`src/rtl/dio_pkg.sv`:
```
package dio_pkg;

    localparam logic [7:0] RD_CMD      = 8'hBB;
    localparam int unsigned CMD_CLKS   = 8;
    localparam int unsigned MODE_CLKS  = 4;
    localparam int unsigned PAIRS_BYTE = 4;
    localparam int unsigned ADDR_CLKS_N = 12;
    localparam int unsigned ADDR_CLKS_W = 16;

    typedef enum logic [1:0] {
        PH_CMD,
        PH_ADDR,
        PH_MODE,
        PH_DATA
    } phase_e;

    typedef struct packed {
        logic [31:0] addr;
        logic        wide;
    } req_t;

    typedef struct packed {
        logic d1;
        logic d0;
        logic en1;
        logic en0;
    } pin_drv_t;

    function automatic int unsigned addr_clks(input logic wide);
        return wide ? ADDR_CLKS_W : ADDR_CLKS_N;
    endfunction

    // Pin values for one serial clock; rel counts clocks inside the phase.
    function automatic pin_drv_t pin_drive(input phase_e ph, input int unsigned rel,
                                           input logic [31:0] addr, input logic wide);
        pin_drv_t    p;
        int unsigned top;
        p = '0;
        case (ph)
            PH_CMD: begin
                p.d0  = RD_CMD[7 - (rel % 8)];
                p.en0 = 1'b1;
            end
            PH_ADDR: begin
                top   = (wide ? 31 : 23) - 2 * (rel % 16);
                p.d1  = addr[top % 32];
                p.d0  = addr[(top + 31) % 32];
                p.en0 = 1'b1;
                p.en1 = 1'b1;
            end
            PH_MODE: begin
                p = '1;
            end
            default: p = '0;
        endcase
        return p;
    endfunction

endpackage

```
`src/rtl/dio_sck_gen.sv`:
```
module dio_sck_gen #(
    parameter int unsigned HALF = 2
) (
    input  logic clk,
    input  logic rst,
    input  logic restart,
    input  logic run,
    input  logic idle_hi,
    output logic sck,
    output logic phase_hi,
    output logic rise,
    output logic fall
);
    localparam int unsigned CW = (HALF > 1) ? $clog2(HALF) : 1;
    localparam logic [CW-1:0] LAST = CW'(HALF - 1);

    logic [CW-1:0] cnt;
    logic          hi;
    logic          tick;

    assign tick     = run && (cnt == LAST);
    assign rise     = tick && !hi;
    assign fall     = tick && hi;
    assign phase_hi = hi;
    assign sck      = run ? hi : idle_hi;

    always_ff @(posedge clk) begin
        if (rst || restart) begin
            cnt <= '0;
            hi  <= 1'b0;
        end else if (run) begin
            if (cnt == LAST) begin
                cnt <= '0;
                hi  <= ~hi;
            end else begin
                cnt <= cnt + 1'b1;
            end
        end
    end

endmodule

```
`src/rtl/dio_seq.sv`:
```
module dio_seq
    import dio_pkg::*;
#(
    parameter int unsigned CNT_W = 8,
    parameter int unsigned IDX_W = 11
) (
    input  logic             clk,
    input  logic             rst,
    input  logic             start,
    input  logic [31:0]      start_addr,
    input  logic [CNT_W-1:0] byte_cnt,
    input  logic             addr4,
    input  logic             phase_hi,
    input  logic             rise,
    input  logic             fall,
    output logic             active,
    output logic             done,
    output logic             restart,
    output logic             sample,
    output pin_drv_t         drv
);
    localparam logic [IDX_W-1:0] CMD_END = IDX_W'(CMD_CLKS);

    req_t             req;
    logic [CNT_W:0]   nbytes;
    logic [IDX_W-1:0] idx;
    logic [IDX_W-1:0] addr_end;
    logic [IDX_W-1:0] mode_end;
    logic [IDX_W-1:0] last_idx;
    logic [IDX_W-1:0] rel;
    phase_e           ph;
    pin_drv_t         raw;

    assign restart  = start && !active;
    assign addr_end = CMD_END + IDX_W'(addr_clks(req.wide));
    assign mode_end = addr_end + IDX_W'(MODE_CLKS);
    assign last_idx = mode_end + IDX_W'({nbytes, 2'b00}) - 1'b1;

    always_comb begin
        if (idx < CMD_END) begin
            ph  = PH_CMD;
            rel = idx;
        end else if (idx < addr_end) begin
            ph  = PH_ADDR;
            rel = idx - CMD_END;
        end else if (idx < mode_end) begin
            ph  = PH_MODE;
            rel = idx - addr_end;
        end else begin
            ph  = PH_DATA;
            rel = idx - mode_end;
        end
    end

    assign raw = pin_drive(ph, int'(rel), req.addr, req.wide);

    // Release both pins once the last mode bit has been clocked in.
    always_comb begin
        drv = active ? raw : '0;
        if (ph == PH_MODE && rel == IDX_W'(MODE_CLKS - 1) && phase_hi) begin
            drv.en0 = 1'b0;
            drv.en1 = 1'b0;
        end
        if (!active) begin
            drv.en0 = 1'b0;
            drv.en1 = 1'b0;
        end
    end

    assign sample = active && rise && (ph == PH_DATA);

    always_ff @(posedge clk) begin
        if (rst) begin
            active <= 1'b0;
            done   <= 1'b0;
            idx    <= '0;
            req    <= '0;
            nbytes <= '0;
        end else begin
            done <= 1'b0;
            if (restart) begin
                active   <= 1'b1;
                idx      <= '0;
                req.addr <= start_addr;
                req.wide <= addr4;
                nbytes   <= (byte_cnt == '0) ? {1'b1, {CNT_W{1'b0}}} : {1'b0, byte_cnt};
            end else if (active && fall) begin
                if (idx == last_idx) begin
                    active <= 1'b0;
                    done   <= 1'b1;
                end else begin
                    idx <= idx + 1'b1;
                end
            end
        end
    end

endmodule

```
`src/rtl/dio_rx_pack.sv`:
```
module dio_rx_pack
    import dio_pkg::*;
(
    input  logic       clk,
    input  logic       rst,
    input  logic       clear,
    input  logic       sample,
    input  logic       io1_i,
    input  logic       io0_i,
    output logic       vld,
    output logic [7:0] data
);
    localparam logic [1:0] LAST_PAIR = 2'(PAIRS_BYTE - 1);

    logic [5:0] sh;
    logic [1:0] pair;

    always_ff @(posedge clk) begin
        if (rst) begin
            sh   <= '0;
            pair <= '0;
            vld  <= 1'b0;
            data <= '0;
        end else begin
            vld <= 1'b0;
            if (clear) begin
                pair <= '0;
            end else if (sample) begin
                sh   <= {sh[3:0], io1_i, io0_i};
                pair <= pair + 1'b1;
                if (pair == LAST_PAIR) begin
                    data <= {sh, io1_i, io0_i};
                    vld  <= 1'b1;
                end
            end
        end
    end

endmodule

```
`src/rtl/dio_flash_reader.sv`:
```
module dio_flash_reader
    import dio_pkg::*;
#(
    parameter int unsigned CLK_DIV = 4,
    parameter int unsigned CNT_W   = 8
) (
    input  logic             clk,
    input  logic             rst,
    input  logic             start,
    input  logic [31:0]      start_addr,
    input  logic [CNT_W-1:0] byte_cnt,
    input  logic             addr4,
    input  logic             sck_idle_hi,
    output logic             byte_vld,
    output logic [7:0]       rd_data,
    output logic             busy,
    output logic             done,
    output logic             cs_n,
    output logic             sck,
    output logic             io0_o,
    output logic             io0_oe,
    input  logic             io0_i,
    output logic             io1_o,
    output logic             io1_oe,
    input  logic             io1_i
);
    localparam int unsigned HALF     = CLK_DIV / 2;
    localparam int unsigned MAX_CLKS = CMD_CLKS + ADDR_CLKS_W + MODE_CLKS
                                     + PAIRS_BYTE * (2 ** CNT_W);
    localparam int unsigned IDX_W    = $clog2(MAX_CLKS + 1);

    logic     active, restart, phase_hi, rise, fall, sample;
    pin_drv_t drv;

    dio_sck_gen #(.HALF(HALF)) u_sck (
        .clk      (clk),
        .rst      (rst),
        .restart  (restart),
        .run      (active),
        .idle_hi  (sck_idle_hi),
        .sck      (sck),
        .phase_hi (phase_hi),
        .rise     (rise),
        .fall     (fall)
    );

    dio_seq #(.CNT_W(CNT_W), .IDX_W(IDX_W)) u_seq (
        .clk        (clk),
        .rst        (rst),
        .start      (start),
        .start_addr (start_addr),
        .byte_cnt   (byte_cnt),
        .addr4      (addr4),
        .phase_hi   (phase_hi),
        .rise       (rise),
        .fall       (fall),
        .active     (active),
        .done       (done),
        .restart    (restart),
        .sample     (sample),
        .drv        (drv)
    );

    dio_rx_pack u_rx (
        .clk    (clk),
        .rst    (rst),
        .clear  (restart),
        .sample (sample),
        .io1_i  (io1_i),
        .io0_i  (io0_i),
        .vld    (byte_vld),
        .data   (rd_data)
    );

    assign busy   = active;
    assign cs_n   = !active;
    assign io0_o  = drv.d0;
    assign io1_o  = drv.d1;
    assign io0_oe = drv.en0;
    assign io1_oe = drv.en1;

endmodule

```
`config.mk`:
```
export PLATFORM = sky130hd
export DESIGN_NAME = dio_flash_reader
export DESIGN_NICKNAME = d
export VERILOG_FILES = /design/src/rtl/dio_pkg.sv /design/src/rtl/dio_sck_gen.sv /design/src/rtl/dio_seq.sv /design/src/rtl/dio_rx_pack.sv /design/src/rtl/dio_flash_reader.sv
export SDC_FILE = /design/constraint.sdc
export NUM_CORES = 1
export LEC_CHECK = 0
export CAP_MARGIN = 40
export CORE_ASPECT_RATIO = 0.9
export CORE_UTILIZATION = 64
export CTS_CLUSTER_SIZE = 16
export DETAILED_ROUTE_END_ITERATION = 8
export DONT_BUFFER_PORTS = 1
export PLACE_DENSITY = 0.8
export RECOVER_POWER = 100
export SYNTH_ARGS = -nofsm -noshare
export SYNTH_HDL_FRONTEND = slang
export SYNTH_SLANG_ARGS = --single-unit
```
`constraint.sdc`:
```
create_clock -name clk -period 4.6 [get_ports clk]
set_input_delay 0.92 -clock clk [delete_from_list [all_inputs] [get_ports clk]]
set_output_delay 0.92 -clock clk [all_outputs]
set_load 0.005 [all_outputs]
```
==> Word level (Yosys, flattened, before mapping) <==
Memory sizes are Yosys's and may differ from the RTL's.
Cells that the tools add are included.
{ "classes": {"add_sub_neg": 13, "n_shift": 0, "bitwise_logic": 5, "magnitude_cmp": 6, "mul": 0, "eq_ne": 6, "reduce_logical": 26, "div": 0, "mux": 28} }
{ "op_table": {"columns": ["operator", "n"], "rows": [
  ["$mux 11", 3],
  ["$lt 32x4->1 const B", 1],
  ["$lt 11x11->1", 2],
  ["$sub 11x11->11", 2],
  ["$mux 1", 13],
  ["$lt 5x6->1 const B", 2],
  ["$add 11x1->11 const B", 1],
  ["$add 11x11->11", 1],
  ["$add 11x3->11 const B", 1],
  ["$add 4x11->11 const A", 1],
  ["$eq 11x11->1", 1],
  ["$eq 11x2->1 const B", 1],
  ["$lt 11x4->1 const B", 1],
  ["$sub 11x1->11 const B", 1],
  ["$sub 11x4->11 const B", 1],
  ["$bmux 1 s5", 2],
  ["$logic_and 1x1->1", 9],
  ["$mux 9", 1],
  ["$reduce_or 3->1", 3],
  ["$logic_not 8->1", 1],
  ["$mux 2", 4],
  ["$mux 4", 2],
  ["$reduce_and 2->1", 4],
  ["$eq 2x2->1 const B", 3],
  ["other kinds (16)", 23]
]} }
{ "word_totals": {"reg_bits": 74, "latchBits": 0, "rom_bits": 8, "word_cells": 97, "input_bits": 47, "ramBits": 0, "n_memories": 1, "out_inout_bits": 17} }
{ "memory_table": {"columns": ["memory", "depth", "width", "read_ports", "rd_clocked_by_memory_dff", "wr", "line", "rtl"], "rows": [
  ["(no name shown)", 8, 1, 1, 0, 0, "dio_pkg.sv:41", "p.d0 = RD_CMD[7 - (rel % 8)];"]
]} }

==> Longest topological paths before layout <==
Gate-level depths: netlist of run 1.
{ "logic_depth": {"depth_word": 15, "depth_mapped": 14, "ltp_nobuf": 13} }

==> Modules after synthesis <==
From an unflattened synthesis of run 1, not the netlist that was laid out.
{ "unflattened": {"cells_unflattened": 478, "area_unflattened_um2": 4022.6} }
{ "modules_own_cells": {"columns": ["mod", "area_each_um2", "instances", "seq_area_each_um2", "cells_each"], "rows": [
  ["dio_seq", 3298.2, 1, 1101.1, 401],
  ["dio_rx_pack", 614.3, 1, 340.3, 66],
  ["dio_sck_gen", 106.4, 1, 40.0, 10],
  ["dio_flash_reader", 3.8, 1, 0.0, 1]
]} }

==> Least setup slack after synthesis of run 1 <==
OpenSTA, ideal clock, no wires.
{ "synth_timing": {"path_type": "reg-to-output", "from": "register u_seq.idx[7]", "to": "output port io0_o", "t_arrival_ns": 3.087, "stages_incl_launch_ff": 12, "path_slack_ns": 0.593, "required_time_ns": 3.680, "path_buffers": 2, "path_cell_list": "dfxtp_1 > or4_4 > or3_1 > buf_2 > a221o_1 > ha_1 > clkbuf_1 > mux4_2 > mux2_2 > nand4_1 > mux2_2 > o211ai_1"} }
{ "synth_between": {"elab_chain_len": 10, "word_cells_on_any_way": 21, "cone_classes": "3 x add/sub; 3 x order compare; 2 x eq/ne; 11 x mux; 1 x reduce/logical; 1 x memory"} }
{ "synth_rtl": {"columns": ["item", "line", "rtl"], "rows": [
  ["start, declared", "dio_seq.sv:26", "logic [IDX_W-1:0] idx;"],
  ["start signal, assigned", "dio_seq.sv:92", "idx <= idx + 1'b1;"],
  ["$lt 11x11->1", "dio_seq.sv:46", "end else if (idx < mode_end) begin"],
  ["$mux 11", "dio_seq.sv:46", null],
  ["$mux 11", "dio_seq.sv:43", "end else if (idx < addr_end) begin"],
  ["$mux 11", "dio_seq.sv:40", "if (idx < CMD_END) begin"],
  ["$sub 5x5->5", "dio_pkg.sv:45", "top = (wide ? 31 : 23) - 2 * (rel % 16);"],
  ["$add 5x5->5", "dio_pkg.sv:47", "p.d0 = addr[(top + 31) % 32];"],
  ["$bmux 1 s5", "dio_pkg.sv:47", null],
  ["$mux 1 (not written as such)", "dio_pkg.sv:47", null],
  ["$pmux 1 s3 *", "dio_pkg.sv:39", "case (ph)"],
  ["$mux 4 *", "dio_seq.sv:59", "drv = active ? raw : '0;"],
  ["end, declared", "dio_flash_reader.sv:20", "output logic io0_o,"]
]} }
Every way passes the cells marked *; elsewhere a longest branch is shown, timed or not. The select of a mux whose other input is x is not followed.

==> Worst setup path in the final report of run 1 <==
{ "layout_timing": {"from": "register u_seq.req[0] (netlist name)", "to": "output port io0_o"} }
{ "layout_between": {"elab_chain_len": 13, "word_cells_on_any_way": 26, "cone_classes": "7 x add/sub; 2 x order compare; 2 x eq/ne; 13 x mux; 1 x reduce/logical; 1 x memory"} }
{ "layout_rtl": {"columns": ["item", "line", "rtl"], "rows": [
  ["start, declared", "dio_seq.sv:24", "req_t req;"],
  ["$mux 5", "dio_pkg.sv:30", "return wide ? ADDR_CLKS_W : ADDR_CLKS_N;"],
  ["$add 4x11->11", "dio_seq.sv:35", "assign addr_end = CMD_END + IDX_W'(addr_clks(req.wide));"],
  ["$add 11x3->11", "dio_seq.sv:36", "assign mode_end = addr_end + IDX_W'(MODE_CLKS);"],
  ["$sub 11x11->11 or $lt 11x11->1 (tied branches)", "dio_seq.sv:51, dio_seq.sv:46", null],
  ["$mux 11", "dio_seq.sv:46", null],
  ["$mux 11", "dio_seq.sv:43", null],
  ["$mux 11", "dio_seq.sv:40", null],
  ["$sub 5x5->5", "dio_pkg.sv:45", null],
  ["$add 5x5->5", "dio_pkg.sv:47", null],
  ["$bmux 1 s5", "dio_pkg.sv:47", null],
  ["$mux 1 (not written as such)", "dio_pkg.sv:47", null],
  ["$pmux 1 s3 *", "dio_pkg.sv:39", null],
  ["$mux 4 *", "dio_seq.sv:59", null]
]} }
Marks and branches as above.

==> results by group, run 1 <==
Floorplan
  – Core footprint: 6110 µm²
  – Die W: 86.0 µm
  – I/O Pins: 64
  – Starting Density: 66.4%
  – Std cell rows: 27
  – Die footprint: 6670 µm²
  – Die Ht: 77.6 µm

Setup path
  – Crit path capture type: output port
  – CP Buf/Inv Count: 1
  – CP arrival: 3.57 ns
  – Slowest CP cell: dfxtp_1
  – Critical path class: reg2out
  – CP max FO: 7
  – WP data required: 3.68 ns
  – Cell repeated most along the worst path: mux2_2
  – Reg2reg end: u_rx.data[5]
  – Crit-path cells: inv_1 -> ha_1 -> nor2b_1 -> o21ai_2 -> nor2_2 -> nor2_1 -> a221o_1 -> ha_4 -> mux4_2 -> mux2_2 -> nand4_1 -> mux2_2 -> o211ai_1
  – Max incr delay on CP: 0.37 ns
  – Critical Path Start Type: flop
  – Cell family with most CP delay: multiplexers
  – FF-to-FF Start: u_seq.req[0]
  – Reg-to-reg slack, setup: 0.60 ns
  – R2R cell count: 13

Power
  – Leak: 1.56 nW
  – VDD IR max: 0.000234 V
  – Power density cells: 301 nW/µm²

Yosys
  – Count of cell types in the netlist: 55
  – Gate Count Post-Synth: 500
  – Register area share after synthesis: 36.5%
  – Top cells by count, synth: nand2_1, a21oi_1, dfxtp_1
  – Asr flop ratio synth: 0%
  – Largest cells by area after synthesis: dfxtp_1, nand2_1, a21oi_1
  – Most frequent cell after synthesis: nand2_1
  – Synth Cell Area: 4060 µm²
  – Synthesized area per cell: 8.12 µm²
  – Syn Nets: 572
  – Main flop type after synthesis: dfxtp_1
  – Synth top area share: 36.5%
  – Post-synth top area cell: dfxtp_1
  – YS warnings: 0
  – EDFF count, synth: 0
  – Yosys reg bits: 74

Routing
  – DR WL/cell: 15.5 µm
  – Antenna viol nets, final: 0
  – Drc violations: 0
  – Via count: 3401
  – DRT Pass-1 Iters: 5
  – Detailed Route WL: 8900 µm
  – DR vias/cell: 5.93
  – Starting DRT DRC Count: 172

Layout
  – Layout cells sized above 1: 9.03%
  – Area delta synth->final: 4.68%
  – Nets: 554
  – Ant diodes: 0
  – Final core occ: 69.5%
  – Finished Layout Cells: 574

STA
  – Final hold viol count: 0
  – Post-layout min period: 4.49 ns
  – Worst Max-Slew Pin Slew: 1.75 ns
  – Peak Freq: 222 MHz
  – Fin worst setup slack: 0.105 ns
  – Max-slew violations: 104
  – Final period util: 97.7%
  – Fin Hold WS: 0.451 ns
  – Setup violators final: 0
  – Worst slew margin: -16.7%
  – Worst Clk Skew: 0.00755 ns
  – Total negative slack: 0 ns

GRT
  – First-pass GRT wire length: 14800 µm
  – GRT met2 Usage: 45.6%
  – Total grt overflow: 0
  – Gr usage total: 28.2%
  – Vias in the first global route: 3328
  – Grt met1 use: 35.5%
  – GRT busiest layer: met2
  – Initial antenna violation count: 0
  – Met3 Usage GRT: 7.66%
  – Largest net degree at the start of global routing: 62

Clock network
  – TritonCTS clock tree: done
  – CTS Hold Buffers Added: 0
  – CTS sink count: 74
  – Setup repair bufs after CTS: 0
  – Clock root cell: clkbuf_8
  – Clk buf depth: 2
  – Total CTS buffers: 9
  – Post_cts resized: 2
  – Insertion delay to the later sink of the worst-skew pair: 0.36 ns
  – Clk slew on worst S/H paths: 0.08 ns
  – H-tree depth: 3

Worst hold path
  – Worst Hold Endpoint: u_seq.req[25]
  – Worst hold path class: reg2reg
  – HP Start: u_seq.req[25]
  – Hold depth: 2

Run status
  – Failing checks: capacitance limit, slew limit
  – Status: finished, violations left

Place
  – Post-DP HPWL: 6500 µm
  – Post-placement setup slack: 0.334 ns
  – Input/output buffers: 0
  – Gpl congestion: 0.853
  – DP Cell Count: 558

Job
  – Max-Cap Viols: 3
==> worst min-delay path, cell delays in order, from the launching register on <==
cell	delay, ns
dfxtp_1	0.31
nand2_1	0.05
a21oi_1	0.05
==> per-stage QoR <==
stage / power [mW] / instance area, µm²
final: 1.28 / 4250
after global routing: 1.33 / 4250
after CTS: 1.29 / 4250
after detailed placement: 0.821 / 4060
after global placement: 0.814 / 4050
after floorplan: 0.800 / 4060
==> worst max-delay path by stage <==
stage | start | endpoint | slack, ns | cells past startpoint
after floorplan | u_seq.idx[7] | io0_o | 0.59 | 11
after global routing | u_seq.req[0] | io0_o | -0.01 | 13
after detailed placement | u_seq.req[0] | io0_o | 0.33 | 13
after global placement | u_seq.req[0] | io0_o | 0.54 | 13
after CTS | u_seq.req[0] | io0_o | 0.03 | 13
final | u_seq.req[0] | io0_o | 0.11 | 13
==> report_power, final <==
| group | internal [mW] | switching, mW | total [mW] |
|---|---|---|---|
| Combinational | 0.0547 | 0.0739 | 0.129 |
| Clock | 0.215 | 0.258 | 0.473 |
| Sequential | 0.662 | 0.0169 | 0.679 |
| Total | 0.931 | 0.349 | 1.28 |
==> layer usage <==
layer / share of wire, % / wire, µm
met3: 6.7 / 596
met5: 0 / 0
met2: 48 / 4310
met4: 1.7 / 153
met1: 43 / 3850
==> area by class of cell <==
type,instances,area [µm²]
multi-input cells,369,2360
flip-flops and latches,74,1480
clock inverters,6,48.8
well taps,87,109
clock buffers,10,138
fillers,503,1860
inverters,24,90.1
repair buffers,4,26.3
==> cell families (layout without fill, tap and decap cells) <==
logic type | count (synthesis) | count (layout) | synth area share [%]
adders and majority gates | 25 | 25 | 7.89
muxes | 16 | 16 | 6.56
xor gates and xnor gates | 22 | 22 | 4.93
DFF | 74 | 74 | 36.5
and+or+nand+nor | 191 | 191 | 21.6
buffers and inverters | 57 | 44 | 5.98
AOI/OAI and AO/OA | 115 | 115 | 16.5
==> state kept, by name, summed over array words and instances (netlist names) <==
name	count
u_seq.idx	11
u_sck.phase_hi	1
u_rx.vld	1
u_seq.done	1
u_rx.sh	6
u_sck.cnt	1
u_rx.pair	2
u_seq.active	1
u_seq.req	33
u_seq.nbytes	9
u_rx.data	8
==> cell usage in the layout (no fill, tap or decap), drive strengths merged, types with 2 or more instances in the layout <==
cell and instances:
a211oi 2, a21oi 75, a31oi 2, and2 3, and3 4, buf 2, clkbuf 12, clkinvlp 3
dfxtp 74, ha 24, inv 26, mux2 5, mux2i 3, mux4 8, nand2 115, nand2b 3
nand3 19, nand4 4, nand4b 2, nor2 16, nor2b 4, nor3 2, nor3b 2, nor4 2
o211ai 2, o21a 2, o21ai 20, or3 11, or4 2, xnor2 14, xor2 8
No activity file was read; power rests on OpenSTA's default activity.
==> run 2: changes to the inputs <==
- RECOVER_POWER: 100 -> default
==> results by group, run 2 (same netlist as run 1, synthesis figures left out) <==
Run status
  – Status: complete, no violations

STA
  – Worst slew margin: 41.8% (+58 points)
  – Worst Max-Slew Pin Slew: 0.869 ns (-0.881 ns)
  – Peak Freq: 222 MHz (-0.32%)
  – Final hold viol count: 0 (unchanged)
  – Fin Hold WS: 0.452 ns (+0.00118 ns)
  – Max-slew violations: 0 (-100%)
  – Total negative slack: 0 ns (unchanged)
  – Worst Clk Skew: 0.00836 ns (+0.000814 ns)
  – Post-layout min period: 4.51 ns (+0.0144 ns)
  – Setup violators final: 0 (unchanged)
  – Final period util: 98.0% (+0.31 points)

Routing
  – DRT Pass-1 Iters: 5 (unchanged)
  – Drc violations: 0 (unchanged)
  – Detailed Route WL: 8900 µm (about the same)
  – Antenna viol nets, final: 0 (unchanged)
  – Starting DRT DRC Count: 159 (-7.6%)
  – DR vias/cell: 5.93 (about the same)
  – DR WL/cell: 15.5 µm (about the same)
  – Via count: 3404 (+0.088%)

Power
  – Power density cells: 301 nW/µm² (-0.16%)
  – VDD IR max: 0.000233 V (-0.21%)
  – Total Power: 1.28 mW (+0.19%)
  – Leak: 1.57 nW (+0.60%)

Floorplan
  – Die footprint: 6670 µm² (unchanged)
  – Core footprint: 6110 µm² (unchanged)
  – Die W: 86.0 µm (unchanged)
  – I/O Pins: 64 (unchanged)
  – Starting Density: 66.4% (unchanged)
  – Die Ht: 77.6 µm (unchanged)
  – Std cell rows: 27 (unchanged)

Setup path
  – Slowest CP cell: dfxtp_1
  – Cell repeated most along the worst path: mux2_2
  – Reg-to-reg slack, setup: 1.25 ns (+0.65 ns)
  – Cell family with most CP delay: multiplexers
  – Critical Path Start Type: flop
  – CP arrival: 3.59 ns (+0.02 ns)
  – CP Buf/Inv Count: 1 (unchanged)
  – WP data required: 3.68 ns (about the same)
  – Max incr delay on CP: 0.37 ns (about the same)
  – CP max FO: 7 (unchanged)
  – Crit path capture type: output port
  – Crit-path cells: inv_1 -> ha_1 -> nor2b_1 -> o21ai_2 -> nor2_2 -> nor2_1 -> a221o_1 -> ha_4 -> mux4_2 -> mux2_2 -> nand4_1 -> mux2_2 -> o211ai_1
  – Critical path class: reg2out

Layout
  – Regs by FF count: u_seq.req x33, u_seq.idx x11, u_seq.nbytes x9
  – Cell area after layout: 4270 µm² (+0.35%)
  – Nets: 554 (unchanged)
  – Layout cells sized above 1: 10.3% (+1.2 points)
  – Final core occ: 69.8% (+0.25 points)
  – Max reg flops: 33 (unchanged)
  – Most frequent cells in the layout: nand2_1, a21oi_1, dfxtp_1
  – Area delta synth->final: 5.05%
  – Largest reg by FF count: u_seq.req
  – Ant diodes: 0 (unchanged)
  – Commonest non-fill, non-tap cell in the layout: nand2_1

Clock network
  – Clk slew on worst S/H paths: 0.08 ns (about the same)
  – Clk buf depth: 2 (unchanged)
  – Total CTS buffers: 9 (unchanged)
  – H-tree depth: 3 (unchanged)
  – Clock root cell: clkbuf_8
  – CTS sink count: 74 (unchanged)
  – TritonCTS clock tree: done
  – Setup repair bufs after CTS: 0 (unchanged)
  – Insertion delay to the later sink of the worst-skew pair: 0.36 ns (about the same)

Place
  – Post-DP HPWL: 6500 µm (unchanged)
  – Gpl congestion: 0.853 (unchanged)
  – Input/output buffers: 0 (unchanged)
  – Area after DPL: 4060 µm² (unchanged)

GRT
  – Total grt overflow: 0 (unchanged)
  – First-pass GRT wire length: 14800 µm (unchanged)
  – Vias in the first global route: 3328 (unchanged)
  – Gr usage total: 28.2% (unchanged)
  – Initial antenna violation count: 0 (unchanged)
  – Largest net degree at the start of global routing: 62 (unchanged)

Worst hold path
  – Worst hold path class: reg2reg

Job
  – Max-Cap Viols: 0 (-3)
[run 2: cell count changes in the layout (fill, tap and decap cells not counted)]
cell,before,now
nor2b_2,1,2
clkbuf_1,2,0
nor2b_1,3,2
mux2_1,2,1
or2_0,1,0
mux2_2,3,4
nor3b_2,0,1
buf_4,1,3
or2_2,0,1
nor3b_1,1,0
[run 2: path summary, 6_finish.rpt]
path / start / endpoint / depth (start not counted)
worst max-delay path: u_seq.req[0] / io0_o / 13
worst min register to register: u_seq.req[10] / u_seq.req[10] / 2
worst max register to register: u_seq.req[0] / u_seq.idx[10] / 13
worst min-delay path: u_seq.req[10] / u_seq.req[10] / 2
[run 2: final cells by class]
class	instances	area, µm²
multi-input cells	369	2370
fillers	497	1850
flip-flops and latches	74	1480
clock buffers	10	138
well taps	87	109
inverters	24	90.1
clock inverters	6	48.8
repair buffers	4	33.8
[run 2: what timing repair did]
| item | 4_1_cts | 5_1_grt |
|---|---|---|
| gates resized for setup | 2 | 3 |
| setup endpoints to repair | 1 | 1 |
| cloned | 0 | 0 |
| hold buffers | 0 | 0 |
[run 2: power breakdown]
| group | internal (mW) | switching [mW] |
|---|---|---|
| sequential | 0.662 | 0.0170 |
| combinational | 0.0556 | 0.0742 |
| clock | 0.215 | 0.259 |
[run 2: through the flow]
stage,std cells,setup WS [ns]
2_1_floorplan,500,0.593
3_3_place_gp,557,0.539
3_5_place_dp,558,0.334
4_1_cts,574,0.0346
5_1_grt,574,-0.0139
6_report,574,0.0908
[run 2: per-layer routing]
metal	up-vias	global-route usage, %	wire (µm)
met3	18	7.66	559
li1	1669	-	-
met4	0	11.7	138
met2	111	45.6	4300
met1	1606	35.5	3900
met5	-	0	0
[run 2: worst reg2reg max path, delay by kind of cell, from the launching register on]
family	cells	cell delay [ns]
AOI/OAI and AO/OA	4	1.02
xor gates and xnor gates	1	0.11
adders and majority gates	3	0.68
buffers and inverters	4	0.52
DFF	1	0.37
and+or+nand+nor	1	0.55
